[src/rtl/cmdbyte_pkg.sv]
package cmdbyte_pkg;

    localparam int ARG_W = 5;

    typedef enum logic [2:0] {
        OP_PORT_RD  = 3'b000,
        OP_STORE_RD = 3'b001,
        OP_PORT_WR  = 3'b010,
        OP_STORE_WR = 3'b011,
        OP_SET_ADDR = 3'b100,
        OP_STATUS   = 3'b101,
        OP_LOOP     = 3'b110,
        OP_CONFIG   = 3'b111
    } opcode_e;

    typedef struct packed {
        opcode_e          op;
        logic [ARG_W-1:0] arg;
    } cmd_t;

    typedef enum logic [3:0] {
        ST_BOOT, ST_BOOT_W, ST_INIT_RD, ST_INIT_RW, ST_INIT_WR, ST_INIT_WW,
        ST_HELLO, ST_IDLE, ST_EXEC, ST_WAIT_BUS, ST_WAIT_NV, ST_FINISH,
        ST_SEND, ST_HALT
    } fsm_e;

    localparam logic [2:0] HDR_STORE = 3'b001;
    localparam logic [2:0] HDR_STAT  = 3'b011;
    localparam logic [2:0] HDR_ECHO  = 3'b110;
    localparam logic [7:0] READY_BYTE = 8'hF5;
    localparam logic [7:0] HALT_CODE_A = 8'hEA;
    localparam logic [7:0] HALT_CODE_B = 8'hFF;

    localparam logic [3:0] SUB_SYNC  = 4'hB;
    localparam logic [3:0] SUB_SHOW  = 4'hC;
    localparam logic [3:0] SUB_SAVE  = 4'hD;
    localparam logic [3:0] SUB_CLEAR = 4'hE;

    localparam int MB_ECHO = 0;
    localparam int MB_RTS  = 1;
    localparam int MB_PRELOAD = 2;
    localparam int MB_SYNC = 3;

    function automatic logic [7:0] tag_byte(input logic [2:0] hdr, input logic [ARG_W-1:0] val);
        return {hdr, val};
    endfunction

    function automatic logic is_halt(input cmd_t c);
        return (c == cmd_t'(HALT_CODE_A)) || (c == cmd_t'(HALT_CODE_B));
    endfunction

    function automatic logic is_cfg_sub(input cmd_t c);
        return (c.op == OP_CONFIG) && c.arg[4] && !is_halt(c);
    endfunction

    function automatic logic cfg_touches_store(input cmd_t c);
        return is_cfg_sub(c) && ((c.arg[3:0] == SUB_SAVE) || (c.arg[3:0] == SUB_CLEAR));
    endfunction

endpackage

[src/rtl/cmdbyte_req_port.sv]
module cmdbyte_req_port #(
    parameter int AW = 5,
    parameter int DW = 4
) (
    input  logic          clk,
    input  logic          rst,
    input  logic          start,
    input  logic          start_we,
    input  logic [AW-1:0] start_addr,
    input  logic [DW-1:0] start_wdata,
    output logic          req,
    output logic          we,
    output logic [AW-1:0] addr,
    output logic [DW-1:0] wdata,
    input  logic          ack,
    input  logic [DW-1:0] rdata,
    output logic          done,
    output logic [DW-1:0] rdata_q
);

    always_ff @(posedge clk) begin
        if (rst) begin
            req     <= 1'b0;
            we      <= 1'b0;
            addr    <= '0;
            wdata   <= '0;
            done    <= 1'b0;
            rdata_q <= '0;
        end else begin
            done <= 1'b0;
            if (req && ack) begin
                req     <= 1'b0;
                done    <= 1'b1;
                rdata_q <= rdata;
            end else if (start && !req) begin
                req   <= 1'b1;
                we    <= start_we;
                addr  <= start_addr;
                wdata <= start_wdata;
            end
        end
    end

    AST_REQ_HELD: assert property (@(posedge clk) disable iff (rst)
        (req && !ack) |=> (req && $stable(addr) && $stable(we) && $stable(wdata)));

    AST_DONE_AFTER_ACK: assert property (@(posedge clk) disable iff (rst)
        done |-> !req);

endmodule

[src/rtl/cmdbyte_tx_slot.sv]
module cmdbyte_tx_slot (
    input  logic       clk,
    input  logic       rst,
    input  logic       load,
    input  logic [7:0] load_byte,
    input  logic       tx_ready,
    output logic       tx_valid,
    output logic [7:0] tx_data,
    output logic       free
);

    always_ff @(posedge clk) begin
        if (rst) begin
            tx_valid <= 1'b0;
            tx_data  <= '0;
        end else if (load) begin
            tx_valid <= 1'b1;
            tx_data  <= load_byte;
        end else if (tx_ready) begin
            tx_valid <= 1'b0;
        end
    end

    assign free = !tx_valid;

    AST_TX_STABLE: assert property (@(posedge clk) disable iff (rst)
        (tx_valid && !tx_ready) |=> (tx_valid && $stable(tx_data)));

    AST_NO_OVERWRITE: assert property (@(posedge clk) disable iff (rst)
        load |-> !tx_valid);

endmodule

[src/rtl/cmdbyte_ctrl.sv]
module cmdbyte_ctrl
    import cmdbyte_pkg::*;
#(
    parameter int PADDR_W  = 5,
    parameter int PDATA_W  = 4,
    parameter int NV_AW    = 6,
    parameter int NV_DW    = 8,
    parameter int MODE_LOC = 32
) (
    input  logic               clk,
    input  logic               rst,
    input  logic               rx_valid,
    input  logic [7:0]         rx_data,
    output logic               rx_pop,
    output logic               tx_valid,
    output logic [7:0]         tx_data,
    input  logic               tx_ready,
    output logic               bus_req,
    output logic               bus_we,
    output logic [PADDR_W-1:0] bus_addr,
    output logic [PDATA_W-1:0] bus_wdata,
    input  logic [PDATA_W-1:0] bus_rdata,
    input  logic               bus_ack,
    output logic               nv_req,
    output logic               nv_we,
    output logic [NV_AW-1:0]   nv_addr,
    output logic [NV_DW-1:0]   nv_wdata,
    input  logic [NV_DW-1:0]   nv_rdata,
    input  logic               nv_ack,
    input  logic               st_tone,
    input  logic               st_cts,
    input  logic               st_not_timeout,
    input  logic               st_nv_busy,
    input  logic               st_nv_error,
    output logic               rts_en,
    output logic               autosync_en,
    output logic               sync_req,
    output logic               reset_req
);

    localparam logic [NV_AW-1:0]   MODE_ADDR = NV_AW'(MODE_LOC);
    localparam logic [PADDR_W-1:0] TOP_PORT  = '1;

    fsm_e               state;
    cmd_t               cmd_q;
    logic [ARG_W-1:0]   cur_addr;
    logic [NV_DW-1:0]   mode;
    logic [4:0]         status_q;
    logic [7:0]         prim_byte;
    logic               prim_pend;
    logic               echo_pend;
    logic               force_echo;
    logic [PADDR_W-1:0] init_idx;
    logic               sync_q;
    logic               reset_q;

    logic               bus_start, bus_start_we, bus_done;
    logic [PADDR_W-1:0] bus_start_addr;
    logic [PDATA_W-1:0] bus_start_wdata, bus_rdq;
    logic               nv_start, nv_start_we, nv_done;
    logic [NV_AW-1:0]   nv_start_addr;
    logic [NV_DW-1:0]   nv_start_wdata, nv_rdq;

    logic               tx_free, tx_load;
    logic [7:0]         tx_load_byte;

    cmdbyte_req_port #(.AW(PADDR_W), .DW(PDATA_W)) u_bus (
        .clk(clk), .rst(rst),
        .start(bus_start), .start_we(bus_start_we),
        .start_addr(bus_start_addr), .start_wdata(bus_start_wdata),
        .req(bus_req), .we(bus_we), .addr(bus_addr), .wdata(bus_wdata),
        .ack(bus_ack), .rdata(bus_rdata),
        .done(bus_done), .rdata_q(bus_rdq)
    );

    cmdbyte_req_port #(.AW(NV_AW), .DW(NV_DW)) u_nv (
        .clk(clk), .rst(rst),
        .start(nv_start), .start_we(nv_start_we),
        .start_addr(nv_start_addr), .start_wdata(nv_start_wdata),
        .req(nv_req), .we(nv_we), .addr(nv_addr), .wdata(nv_wdata),
        .ack(nv_ack), .rdata(nv_rdata),
        .done(nv_done), .rdata_q(nv_rdq)
    );

    cmdbyte_tx_slot u_tx (
        .clk(clk), .rst(rst),
        .load(tx_load), .load_byte(tx_load_byte),
        .tx_ready(tx_ready),
        .tx_valid(tx_valid), .tx_data(tx_data),
        .free(tx_free)
    );

    // Queue pop and transmit loading
    assign rx_pop       = (state == ST_IDLE) && rx_valid && tx_free;
    assign tx_load      = (state == ST_SEND) && tx_free && (prim_pend || echo_pend);
    assign tx_load_byte = prim_pend ? prim_byte : tag_byte(HDR_ECHO, cmd_q.arg);

    assign rts_en      = mode[MB_RTS];
    assign autosync_en = mode[MB_SYNC];
    assign sync_req    = sync_q;
    assign reset_req   = reset_q;

    // Request launch for both ports
    always_comb begin
        bus_start       = 1'b0;
        bus_start_we    = 1'b0;
        bus_start_addr  = '0;
        bus_start_wdata = '0;
        nv_start        = 1'b0;
        nv_start_we     = 1'b0;
        nv_start_addr   = '0;
        nv_start_wdata  = '0;
        unique case (state)
            ST_BOOT: begin
                nv_start      = 1'b1;
                nv_start_addr = MODE_ADDR;
            end
            ST_INIT_RD: begin
                nv_start      = 1'b1;
                nv_start_addr = NV_AW'(init_idx);
            end
            ST_INIT_WR: begin
                bus_start       = 1'b1;
                bus_start_we    = 1'b1;
                bus_start_addr  = init_idx;
                bus_start_wdata = nv_rdq[PDATA_W-1:0];
            end
            ST_EXEC: begin
                unique case (cmd_q.op)
                    OP_PORT_RD: begin
                        bus_start      = 1'b1;
                        bus_start_addr = PADDR_W'(cur_addr);
                    end
                    OP_PORT_WR: begin
                        bus_start       = 1'b1;
                        bus_start_we    = 1'b1;
                        bus_start_addr  = PADDR_W'(cur_addr);
                        bus_start_wdata = cmd_q.arg[PDATA_W-1:0];
                    end
                    OP_STORE_RD: begin
                        nv_start      = 1'b1;
                        nv_start_addr = NV_AW'(cur_addr);
                    end
                    OP_STORE_WR: begin
                        nv_start       = 1'b1;
                        nv_start_we    = 1'b1;
                        nv_start_addr  = NV_AW'(cur_addr);
                        nv_start_wdata = NV_DW'(cmd_q.arg);
                    end
                    OP_CONFIG: begin
                        if (cfg_touches_store(cmd_q)) begin
                            nv_start       = 1'b1;
                            nv_start_we    = 1'b1;
                            nv_start_addr  = MODE_ADDR;
                            nv_start_wdata = (cmd_q.arg[3:0] == SUB_SAVE) ? mode : '0;
                        end
                    end
                    default: ;
                endcase
            end
            default: ;
        endcase
    end

    // Sequencer
    always_ff @(posedge clk) begin
        if (rst) begin
            state      <= ST_BOOT;
            cmd_q      <= '0;
            cur_addr   <= '0;
            mode       <= '0;
            status_q   <= '0;
            prim_byte  <= '0;
            prim_pend  <= 1'b0;
            echo_pend  <= 1'b0;
            force_echo <= 1'b0;
            init_idx   <= '0;
            sync_q     <= 1'b0;
            reset_q    <= 1'b0;
        end else begin
            sync_q   <= 1'b0;
            reset_q  <= 1'b0;
            status_q <= {st_nv_error, st_nv_busy, st_not_timeout, st_cts, st_tone};
            unique case (state)
                ST_BOOT: state <= ST_BOOT_W;
                ST_BOOT_W: begin
                    if (nv_done) begin
                        mode     <= nv_rdq;
                        init_idx <= TOP_PORT;
                        state    <= nv_rdq[MB_PRELOAD] ? ST_INIT_RD : ST_HELLO;
                    end
                end
                ST_INIT_RD: state <= ST_INIT_RW;
                ST_INIT_RW: if (nv_done) state <= ST_INIT_WR;
                ST_INIT_WR: state <= ST_INIT_WW;
                ST_INIT_WW: begin
                    if (bus_done) begin
                        if (init_idx == '0) begin
                            state <= ST_HELLO;
                        end else begin
                            init_idx <= init_idx - 1'b1;
                            state    <= ST_INIT_RD;
                        end
                    end
                end
                ST_HELLO: begin
                    prim_byte <= READY_BYTE;
                    prim_pend <= 1'b1;
                    echo_pend <= 1'b0;
                    state     <= ST_SEND;
                end
                ST_IDLE: begin
                    if (rx_pop) begin
                        cmd_q      <= cmd_t'(rx_data);
                        force_echo <= 1'b0;
                        state      <= ST_EXEC;
                    end
                end
                ST_EXEC: begin
                    state <= ST_FINISH;
                    unique case (cmd_q.op)
                        OP_PORT_RD, OP_PORT_WR:   state <= ST_WAIT_BUS;
                        OP_STORE_RD, OP_STORE_WR: state <= ST_WAIT_NV;
                        OP_SET_ADDR: cur_addr <= cmd_q.arg;
                        OP_STATUS: begin
                            prim_byte <= tag_byte(HDR_STAT, status_q);
                            prim_pend <= 1'b1;
                        end
                        OP_LOOP: force_echo <= 1'b1;
                        OP_CONFIG: begin
                            if (is_halt(cmd_q)) begin
                                reset_q <= 1'b1;
                                state   <= ST_HALT;
                            end else if (is_cfg_sub(cmd_q)) begin
                                if (!cmd_q.arg[3]) begin
                                    mode[cmd_q.arg[2:1]] <= cmd_q.arg[0];
                                end else if (cmd_q.arg[3:0] == SUB_SYNC) begin
                                    sync_q <= 1'b1;
                                end else if (cmd_q.arg[3:0] == SUB_SHOW) begin
                                    prim_byte <= tag_byte(HDR_STORE, mode[4:0]);
                                    prim_pend <= 1'b1;
                                end else if (cfg_touches_store(cmd_q)) begin
                                    state <= ST_WAIT_NV;
                                end
                            end
                        end
                        default: ;
                    endcase
                end
                ST_WAIT_BUS: begin
                    if (bus_done) begin
                        if (cmd_q.op == OP_PORT_RD) begin
                            prim_byte <= 8'(bus_rdq);
                            prim_pend <= 1'b1;
                        end
                        state <= ST_FINISH;
                    end
                end
                ST_WAIT_NV: begin
                    if (nv_done) begin
                        if (cmd_q.op == OP_STORE_RD) begin
                            prim_byte <= tag_byte(HDR_STORE, nv_rdq[4:0]);
                            prim_pend <= 1'b1;
                        end
                        state <= ST_FINISH;
                    end
                end
                ST_FINISH: begin
                    echo_pend <= force_echo || mode[MB_ECHO];
                    state     <= ST_SEND;
                end
                ST_SEND: begin
                    if (tx_free) begin
                        if (prim_pend)      prim_pend <= 1'b0;
                        else if (echo_pend) echo_pend <= 1'b0;
                        else                state     <= ST_IDLE;
                    end
                end
                ST_HALT: state <= ST_HALT;
                default: state <= ST_HALT;
            endcase
        end
    end

    AST_POP_NEEDS_DATA: assert property (@(posedge clk) disable iff (rst)
        rx_pop |-> rx_valid);

    AST_POP_WHEN_DRAINED: assert property (@(posedge clk) disable iff (rst)
        rx_pop |-> (!tx_valid && !bus_req && !nv_req));

    AST_HALT_QUIET: assert property (@(posedge clk) disable iff (rst)
        (state == ST_HALT) |-> (!rx_pop && !tx_valid && !bus_req && !nv_req));

    AST_RESET_ONE_SHOT: assert property (@(posedge clk) disable iff (rst)
        reset_req |=> !reset_req);

    AST_SYNC_ONE_SHOT: assert property (@(posedge clk) disable iff (rst)
        sync_req |=> !sync_req);

    AST_SINGLE_PORT: assert property (@(posedge clk) disable iff (rst)
        !(bus_req && nv_req));

endmodule

[config.mk]
export PLATFORM = sky130hd
export DESIGN_NAME = cmdbyte_ctrl
export DESIGN_NICKNAME = d
export VERILOG_FILES = /design/src/rtl/cmdbyte_pkg.sv /design/src/rtl/cmdbyte_req_port.sv /design/src/rtl/cmdbyte_tx_slot.sv /design/src/rtl/cmdbyte_ctrl.sv
export SDC_FILE = /design/constraint.sdc
export NUM_CORES = 1
export LEC_CHECK = 0
export BUFFER_PORTS_ARGS = -buffer_cell sky130_fd_sc_hd__buf_2
export CORE_MARGIN = 2
export CORE_UTILIZATION = 50
export CTS_CLUSTER_SIZE = 8
export DETAILED_ROUTE_END_ITERATION = 8
export GPL_TIMING_DRIVEN = 0
export PLACE_DENSITY = 0.71
export SYNTH_ARGS = -nofsm -noshare
export SYNTH_HDL_FRONTEND = slang
export SYNTH_SLANG_ARGS = --single-unit
[constraint.sdc]
create_clock -name clk -period 3.95 [get_ports clk]
set_clock_uncertainty 0.05 [all_clocks]
set_input_delay 0.79 -clock clk [delete_from_list [all_inputs] [get_ports clk]]
set_output_delay 0.79 -clock clk [all_outputs]
set_load 0.01 [all_outputs]
* After elaboration in Yosys (flattened, before gate mapping)
Index checks and enable logic that the tools add are counted.
Cells by class: reduce and logical (&&, ||, !) cells 49, magnitude comparators 2, equal/unequal tests 48, bitwise gates (word level) 6, mux-type cells 88, $add $sub $neg 1
Operators by type and width (number):
- $mux W8 | 18
- $pmux W4 S12 | 1
- $pmux W8 S2 | 3
- $mux W4 | 10
- $eq A4 B4 Y1 const B | 9
- $pmux W8 S4 | 1
- $mux W1 | 30
- $ne A2 B2 Y1 const B | 11
- $mux W5 | 4
- $pmux W5 S2 | 2
- $pmux W6 S3 | 1
- $eq A4 B3 Y1 const B | 4
- $eq A8 B8 Y1 const B | 2
- $ne A3 B3 Y1 const B | 5
- $pmux W1 S2 | 7
- $eq A3 B3 Y1 const B | 4
- $logic_and A1 B1 Y1 | 12
- $ne A2 B1 Y1 const B | 6
- $pmux W6 S2 | 1
- $reduce_and A12 Y1 | 1
- $reduce_or A2 Y1 | 6
- $reduce_and A11 Y1 | 1
- $mux W3 | 3
- $pmux W3 S3 | 1
- other kinds (31) | 51
Word-level totals: register bits 98, output and inout bits 41, logic and storage cells 221, input port bits 31

* Depth between registers and ports, before layout
Gate-level depths: netlist (run 1).
word-level depth 13, depth in mapped cells 8, mapped depth without buffers 6

* Modules after synthesis
From an unflattened synthesis (run 1), not the netlist that was laid out.
Unflattened totals: cell total of the unflattened synthesis 582, area, all modules 5165.0 sq um
Modules (own cells, without submodules):
- cmdbyte_ctrl | times used 1, sequential area each 960.9 sq um, area each 2947.8 sq um, cells each 371
- cmdbyte_req_port (u_nv) | times used 1, sequential area each 500.5 sq um, area each 1152.4 sq um, cells each 110
- cmdbyte_req_port (u_bus) | times used 1, sequential area each 320.3 sq um, area each 739.5 sq um, cells each 70
- cmdbyte_tx_slot | times used 1, sequential area each 180.2 sq um, area each 325.3 sq um, cells each 31

* Least setup slack after synthesis (run 1)
OpenSTA, ideal clock, no wires.
kind input to output, start point in rx_valid, end point out rx_pop, data arrival time 1.302 ns, slack 1.808 ns, path buffers 1, stages 3, path through nor2b_1 > and4_1 > buf_2
On the way: word-level cells in the longest chain between the ends 2
RTL lines:
- start, declared | RTL line cmdbyte_ctrl.sv:12 | input logic rx_valid,
- $logic_and A1 B1 Y1 (2 in series) | RTL line cmdbyte_ctrl.sv:94 | assign rx_pop = (state == ST_IDLE) && rx_valid && tx_free;
- end, declared | RTL line cmdbyte_ctrl.sv:14 | output logic rx_pop,
No other way between the ends.

* Final worst setup path (run 1)
start point reg state[1], end point out rx_pop
On the way: word-level cells in the longest chain between the ends 3
RTL lines:
- start, declared | RTL line cmdbyte_ctrl.sv:44 | fsm_e state;
- start signal, assigned | RTL line cmdbyte_ctrl.sv:190 | state <= nv_rdq[MB_PRELOAD] ? ST_INIT_RD : ST_HELLO;
- $eq A4 B3 Y1 | RTL line cmdbyte_ctrl.sv:94
- $logic_and A1 B1 Y1 (2 in series) | RTL line cmdbyte_ctrl.sv:94
No other way between the ends.

==> results.sh, run 1 <==
export IMPL_status="finished, final reports clean"
export IMPL_fmax_ghz=0.341
export IMPL_end_kind="output pin"
export IMPL_syn_area_um2=4610
export IMPL_max_slew_worst_pin_slew_ns=0.772
export IMPL_crit_top_cell="buf_2"
export IMPL_holdPathStages=1
export IMPL_async_flop_share=0
export IMPL_r2r_start="cmd_q[4]"
export IMPL_n_fill_cell=858
export IMPL_drive_gt1_frac=0.173
export IMPL_fin_nets=658
export IMPL_synth_net_count=578
export IMPL_initialDrtViolationCount=333
export IMPL_cts_sinks=98
export IMPL_p_leak_nw=2.01
export IMPL_ys_seq_area_frac=0.426
export IMPL_maxSlewViolCount=0
export IMPL_start_util=0.506
export IMPL_r2r_cells=6
export IMPL_grt_pass1_wl_um=22000
export IMPL_drc=0
export IMPL_power_per_cell_area_nw_per_um2=566
export IMPL_synth_cell_type_count=59
export IMPL_grt_max_degree=19
export IMPL_die_h_um=100
export IMPL_design_area_um2=5280
export IMPL_reg2reg_to="u_nv.wdata[0]"
export IMPL_synth_edf_count=0
export IMPL_worst_hold_slack_ns=0.422
export IMPL_crit_chain="buf_2 > clkbuf_1 > and4_1 > buf_2 > buf_2"
export IMPL_core_um2=9110
export IMPL_timing_reg2reg_setup_slack_ns=1.25
export IMPL_yosys_top_cells_count="98 x dfxtp_1, 71 x nor2_1, 47 x a21oi_1"
export IMPL_synthCells=545
export IMPL_hold_viol=0
export IMPL_maxSlewHeadroom=0.486
export IMPL_ios=72
export IMPL_grt_pass1_vias=4185
export IMPL_setup_tns_ns=0
export IMPL_fp_dieW_um=100
export IMPL_ctsRootBufferMaster="clkbuf_8"
export IMPL_cts_resized=0
export IMPL_required_ns=3.11
export IMPL_antenna_found_initial=0
export IMPL_routed_wl_um=13900
export IMPL_start_kind="register"
export IMPL_portBuffers=69
export IMPL_num_antenna_cells=0
export IMPL_synthFlopType="dfxtp_1"
export IMPL_min_delay_worst_endpoint="u_nv.wdata[2]"
export IMPL_maxCapViolations=0
export IMPL_htree_levels=3
export IMPL_synth_top_area_share=0.426
export IMPL_critical_path_top_delay_family="buffers and inverters"
export IMPL_die_area_um2=10000
export IMPL_tritoncts="yes"
export IMPL_yosysTopAreaCell="dfxtp_1"
export IMPL_wire_per_inst_um=18.8
export IMPL_hpwl_um=10200
export IMPL_synth_seq_cells=98
export IMPL_clock_tree_buffer_depth=2
export IMPL_ys_top_cells_by_area="dfxtp_1 43%, mux2i_1 6.3%, nor2_1 5.8%"
export IMPL_clk_latency_ns=0.38
export IMPL_grt_ovfl_total=0
export IMPL_via_count=4513
export IMPL_critPathBufInv=4
export IMPL_post_dp_cell_area_um2=5090
export IMPL_hold_buffers=0
export IMPL_hold_class="reg -> reg"
export IMPL_critPathMaxFanout=10
export IMPL_syn2layout_area_growth_pct=14.5
export IMPL_finalCritPeriodShare=0.742
export IMPL_cts_setup_buffers=0
export IMPL_slowest_delay_ns=0.41
export IMPL_drtPass1Iterations=5
export IMPL_place_congestion=0.932
export IMPL_clkTransAtPathRegs_ns=0.10
export IMPL_avgSynthCellArea_um2=8.46
export IMPL_ys_warn_count=0
export IMPL_yosysMostFrequentCell="dfxtp_1"
export IMPL_ir_drop_mv=0.315
export IMPL_timing_final_crit_period_ns=2.93
export IMPL_viasPerCell=6.09
export IMPL_finalSetupViolCount=0
export IMPL_crit_slowest_cell="dfxtp_1"
export IMPL_cp_data_arrival_time_ns=2.09
export IMPL_rows=35
export IMPL_grt_util_all_layers=0.285
export IMPL_hold_start="u_nv.wdata[2]"
export IMPL_numCtsBuffers=9
export IMPL_critical_path_class="reg -> out"
export IMPL_ant_nets=0
export IMPL_utilization=0.580
export IMPL_rsz0062_at_grt="no"
-- power breakdown --
part | switching, mW | internal (mW) | leakage [nW]
Clock | 0.386 | 0.241 | 0.0936
Combinational | 0.673 | 0.410 | 1.12
Sequential | 0.144 | 1.14 | 0.796
Total | 1.20 | 1.79 | 2.01
-- through the flow --
step                      instances  power [mW]  setup slack (ns)
after floorplan                 545        2.02              1.81
after global placement          725        2.34              1.42
after detailed placement        725        2.36              1.37
after CTS                       741        2.98              1.04
after global routing            741        3.18             0.900
final                           741        2.99              1.02
-- worst max path at each step --
stage | start | end | cells after the start
floorplan | rx_valid | rx_pop | 3
global placement | rst | cur_addr[2] | 4
detailed placement | rst | cur_addr[3] | 4
CTS | state[1] | rx_pop | 5
global route | state[1] | rx_pop | 5
finish | state[1] | rx_pop | 5
-- flip-flops by register name (all words and copies together) (netlist names), 5 cells and up --
signal / cells
init_idx: 5
u_bus.addr: 5
u_nv.addr: 6
cur_addr: 5
cmd_q: 8
u_nv.rdata_q: 8
u_nv.wdata: 8
status_q: 5
mode: 8
prim_byte: 8
u_tx.tx_data: 8
-- area by class of cell --
class                   instances  area, µm²  area share
clock buffers                   9        124      0.0235
repair buffers                 69        345      0.0654
clock inverters                 7       61.3      0.0116
flip-flops and latches         98       1960       0.372
multi-input cells             391       2420       0.458
inverters                      10       37.5     0.00711
well taps                     111        139      0.0263
plain buffers                  46        193      0.0365
-- cell families (layout without fill, tap and decap cells) --
family,Yosys count,after routing,synth area share
and+or+nand+nor,217,217,0.243
xor gates and xnor gates,4,4,0.00760
adders and majority gates,2,2,0.00543
AOI/OAI and AO/OA,139,139,0.205
DFF,98,98,0.426
muxes,29,29,0.0630
buffers and inverters,56,141,0.0499
-- metal layers --
metal | routed length (µm) | track usage | up-vias
li1 | - | - | 2157
met1 | 5940 | 0.388 | 2133
met2 | 6610 | 0.459 | 196
met3 | 1050 | 0.0494 | 27
met4 | 308 | 0.100 | 0
met5 | 0 | 0 | -
-- cells in the final DEF, fill, tap and decap left out, drive strengths merged, types with 3 or more instances in the layout --
| master | count |
|---|---|
| a32o | 4 |
| nand2b | 5 |
| or3b | 3 |
| nor3 | 25 |
| and3 | 7 |
| clkinv | 3 |
| nand4 | 7 |
| o211ai | 4 |
| dfxtp | 98 |
| o2bb2ai | 3 |
| nor2b | 15 |
| o21ai | 13 |
| clkbuf | 40 |
| a21oi | 47 |
| a22oi | 3 |
| inv | 13 |
| a211oi | 19 |
| a221oi | 5 |
| nor3b | 3 |
| o22ai | 4 |
| a31oi | 3 |
| a32oi | 13 |
| xor2 | 4 |
| buf | 84 |
| and4 | 3 |
| or3 | 3 |
| nand2 | 36 |
| mux2i | 29 |
| nor4b | 4 |
| nor2 | 72 |
| a21o | 3 |
| nand3 | 21 |
| a311oi | 4 |
No activity file was read; power rests on OpenSTA's default activity.
==> run 2, diff against run 1 <==
--- a/config.mk
+++ b/config.mk
@@ -5,13 +5,14 @@
 export SDC_FILE = /design/constraint.sdc
 export NUM_CORES = 1
 export LEC_CHECK = 0
+export ABC_AREA = 1
 export BUFFER_PORTS_ARGS = -buffer_cell sky130_fd_sc_hd__buf_2
 export CORE_MARGIN = 2
 export CORE_UTILIZATION = 50
 export CTS_CLUSTER_SIZE = 8
 export DETAILED_ROUTE_END_ITERATION = 8
 export GPL_TIMING_DRIVEN = 0
-export PLACE_DENSITY = 0.71
+export PLACE_DENSITY = 0.73
 export SYNTH_ARGS = -nofsm -noshare
 export SYNTH_HDL_FRONTEND = slang
 export SYNTH_SLANG_ARGS = --single-unit
==> constraint.sdc (replaced) <==
create_clock -name clk -period 2.4 [get_ports clk]
set_clock_uncertainty 0.05 [all_clocks]
set_input_delay 0.48 -clock clk [delete_from_list [all_inputs] [get_ports clk]]
set_output_delay 0.48 -clock clk [all_outputs]
set_load 0.01 [all_outputs]
==> run 2 against run 1 <==
  * Sequential power grew 69%
  * Die area is 2.1% higher
  * Synthesized area rose by 2.2%
  * Critical path type unchanged
  * Synthesized cell count increased by 24%
  * Setup slack worse by 0.88 ns
  * Register-to-register slack worse by 0.98 ns
  * Combinational power up 89%
==> results.sh, run 2 <==
export IMPL_tritoncts="yes"
export IMPL_status="finished, final reports clean"
export IMPL_core_um2=9200
export IMPL_synth_net_count=707
export IMPL_numCtsBuffers=9
export IMPL_ios=72
export IMPL_async_flop_share=0
export IMPL_fmax_ghz=0.443
export IMPL_via_count=4838
export IMPL_grt_pass1_wl_um=23000
export IMPL_most_common_layout_cells="143 x nand2_1, 98 x dfxtp_1, 97 x nor2_1"
export IMPL_end_kind="output pin"
export IMPL_final_common_cell="nand2_1"
export IMPL_yosys_top_cells_count="144 x nand2_1, 98 x dfxtp_1, 97 x nor2_1"
export IMPL_ys_seq_area_frac=0.416
export IMPL_hold_class="in -> reg"
export IMPL_wire_per_inst_um=16.9
export IMPL_dp_cells=856
export IMPL_setup_tns_ns=0
export IMPL_clk_latency_ns=0.38
export IMPL_grt_util_all_layers=0.296
export IMPL_timing_final_crit_period_ns=2.26
export IMPL_grt_ovfl_total=0
export IMPL_yosysTopAreaCell="dfxtp_1"
export IMPL_synth_cell_type_count=40
export IMPL_max_slew_worst_pin_slew_ns=0.677
export IMPL_finalSetupViolCount=0
export IMPL_post_dp_cell_area_um2=5210
export IMPL_critical_path_class="reg -> out"
export IMPL_synth_edf_count=0
export IMPL_clkTransAtPathRegs_ns=0.11
export IMPL_rsz0062_at_grt="no"
export IMPL_avgSynthCellArea_um2=6.99
export IMPL_fin_nets=789
export IMPL_ys_top_cells_by_area="dfxtp_1 42%, nand2_1 11%, nor2_1 7.7%"
export IMPL_initialDrtViolationCount=339
export IMPL_die_h_um=101
export IMPL_viasPerCell=5.55
export IMPL_multiInputGateArea_um2=2380
export IMPL_routed_wl_um=14700
export IMPL_required_ns=1.87
export IMPL_synthFlopType="dfxtp_1"
export IMPL_ys_warn_count=0
export IMPL_pre_cts_ws_ns=0.307
export IMPL_start_kind="register"
export IMPL_hpwl_um=11300
export IMPL_design_area_um2=5400
export IMPL_yosysMostFrequentCell="nand2_1"
export IMPL_grt_pass1_vias=4398
export IMPL_n_fill_cell=930
export IMPL_cp_data_arrival_time_ns=1.73
export IMPL_p_leak_nw=2.33
export IMPL_htree_levels=3
export IMPL_clock_tree_buffer_depth=2
export IMPL_place_congestion=0.949
export IMPL_regArea_um2=1960
export IMPL_grt_max_degree=20
export IMPL_critPathMaxFanout=8
export IMPL_drtPass1Iterations=5
export IMPL_maxSlewHeadroom=0.549
export IMPL_power_mw=5.28
export IMPL_fp_dieW_um=101
export IMPL_layout_cells_non_filler=872
export IMPL_ctsRootBufferMaster="clkbuf_8"
export IMPL_drive_gt1_frac=0.188
export IMPL_drc=0
export IMPL_synthCells=674
export IMPL_synth_seq_cells=98
export IMPL_syn2layout_area_growth_pct=14.6
export IMPL_worst_hold_slack_ns=0.235
export IMPL_start_util=0.512
export IMPL_finalCritPeriodShare=0.941
export IMPL_power_per_cell_area_nw_per_um2=978
export IMPL_utilization=0.587
export IMPL_syn_area_um2=4710
export IMPL_cts_sinks=98
export IMPL_rows=35
export IMPL_antenna_found_initial=0
export IMPL_ir_drop_mv=0.428
export IMPL_hold_buffers=0
export IMPL_num_antenna_cells=0
export IMPL_ant_nets=0
export IMPL_layout_setup_ws_ns=0.142
export IMPL_synth_top_area_share=0.416
export IMPL_maxCapViolations=0
export IMPL_hold_viol=0
export IMPL_die_area_um2=10200
export IMPL_maxSlewViolCount=0
export IMPL_portBuffers=71
## run 2: changes by cell type after synthesis, moves of 15 or more
cell	change
a211oi_1	-18
mux2i_1	-29
clkbuf_1	-23
nand2_1	+108
inv_1	+44
o21ai_0	+51
nor2_1	+26
nor2b_1	-15
## run 2: where the power goes
| part | internal [mW] | switching [mW] |
|---|---|---|
| Sequential | 1.93 | 0.229 |
| Combinational | 0.676 | 1.37 |
| Clock | 0.407 | 0.667 |
## run 2: kinds of logic (layout without fill, tap and decap cells)
| family | count (synthesis) | count (layout) | share of synthesized area |
|---|---|---|---|
| xor gates and xnor gates | 1 | 1 | 0.00186 |
| and+or+nand+nor | 322 | 322 | 0.309 |
| AOI/OAI and AO/OA | 159 | 159 | 0.188 |
| DFF | 98 | 98 | 0.416 |
| adders and majority gates | 2 | 2 | 0.00531 |
| buffers and inverters | 92 | 179 | 0.0794 |
## run 2: layout make-up
cell class | count | area share
Multi-Input combinational cell | 484 | 0.440
Sequential cell | 98 | 0.363
Timing Repair Buffer | 71 | 0.0658
Inverter | 68 | 0.0473
Tap cell | 111 | 0.0257
Clock buffer | 9 | 0.0229
Buffer | 24 | 0.0220
Clock inverter | 7 | 0.0125
## run 2: worst max-delay path: stages, from the launching register on
cell	delay [ns]
dfxtp_1	0.33
buf_4	0.17
inv_2	0.09
nor2_4	0.16
nand2_1	0.15
inv_2	0.09
nand2_2	0.11
inv_2	0.12
buf_2	0.13
## run 2: final timing paths
| check | slack (ns) | depth (start not counted) | from | to |
|---|---|---|---|---|
| setup / recovery | 0.14 | 8 | state[2] | rx_pop |
| hold / removal | 0.24 | 3 | nv_rdata[6] | u_nv.rdata_q[6] |
| setup reg to reg | 0.27 | 10 | state[2] | u_bus.addr[3] |
| hold reg to reg | 0.41 | 2 | u_bus.rdata_q[3] | u_bus.rdata_q[3] |
## run 2: what timing repair did
action,in CTS,in global routing
buffers inserted,0,0
gates resized for setup,0,2
setup endpoints to repair,0,1
## run 2: layer usage
layer	GRT usage	wire length (µm)	share of wire	up-vias
li1	-	-	-	2403
met1	0.413	6560	0.45	2207
met2	0.460	6590	0.45	206
met3	0.0527	1310	0.089	22
met4	0.102	281	0.019	0
met5	0	0	0	-
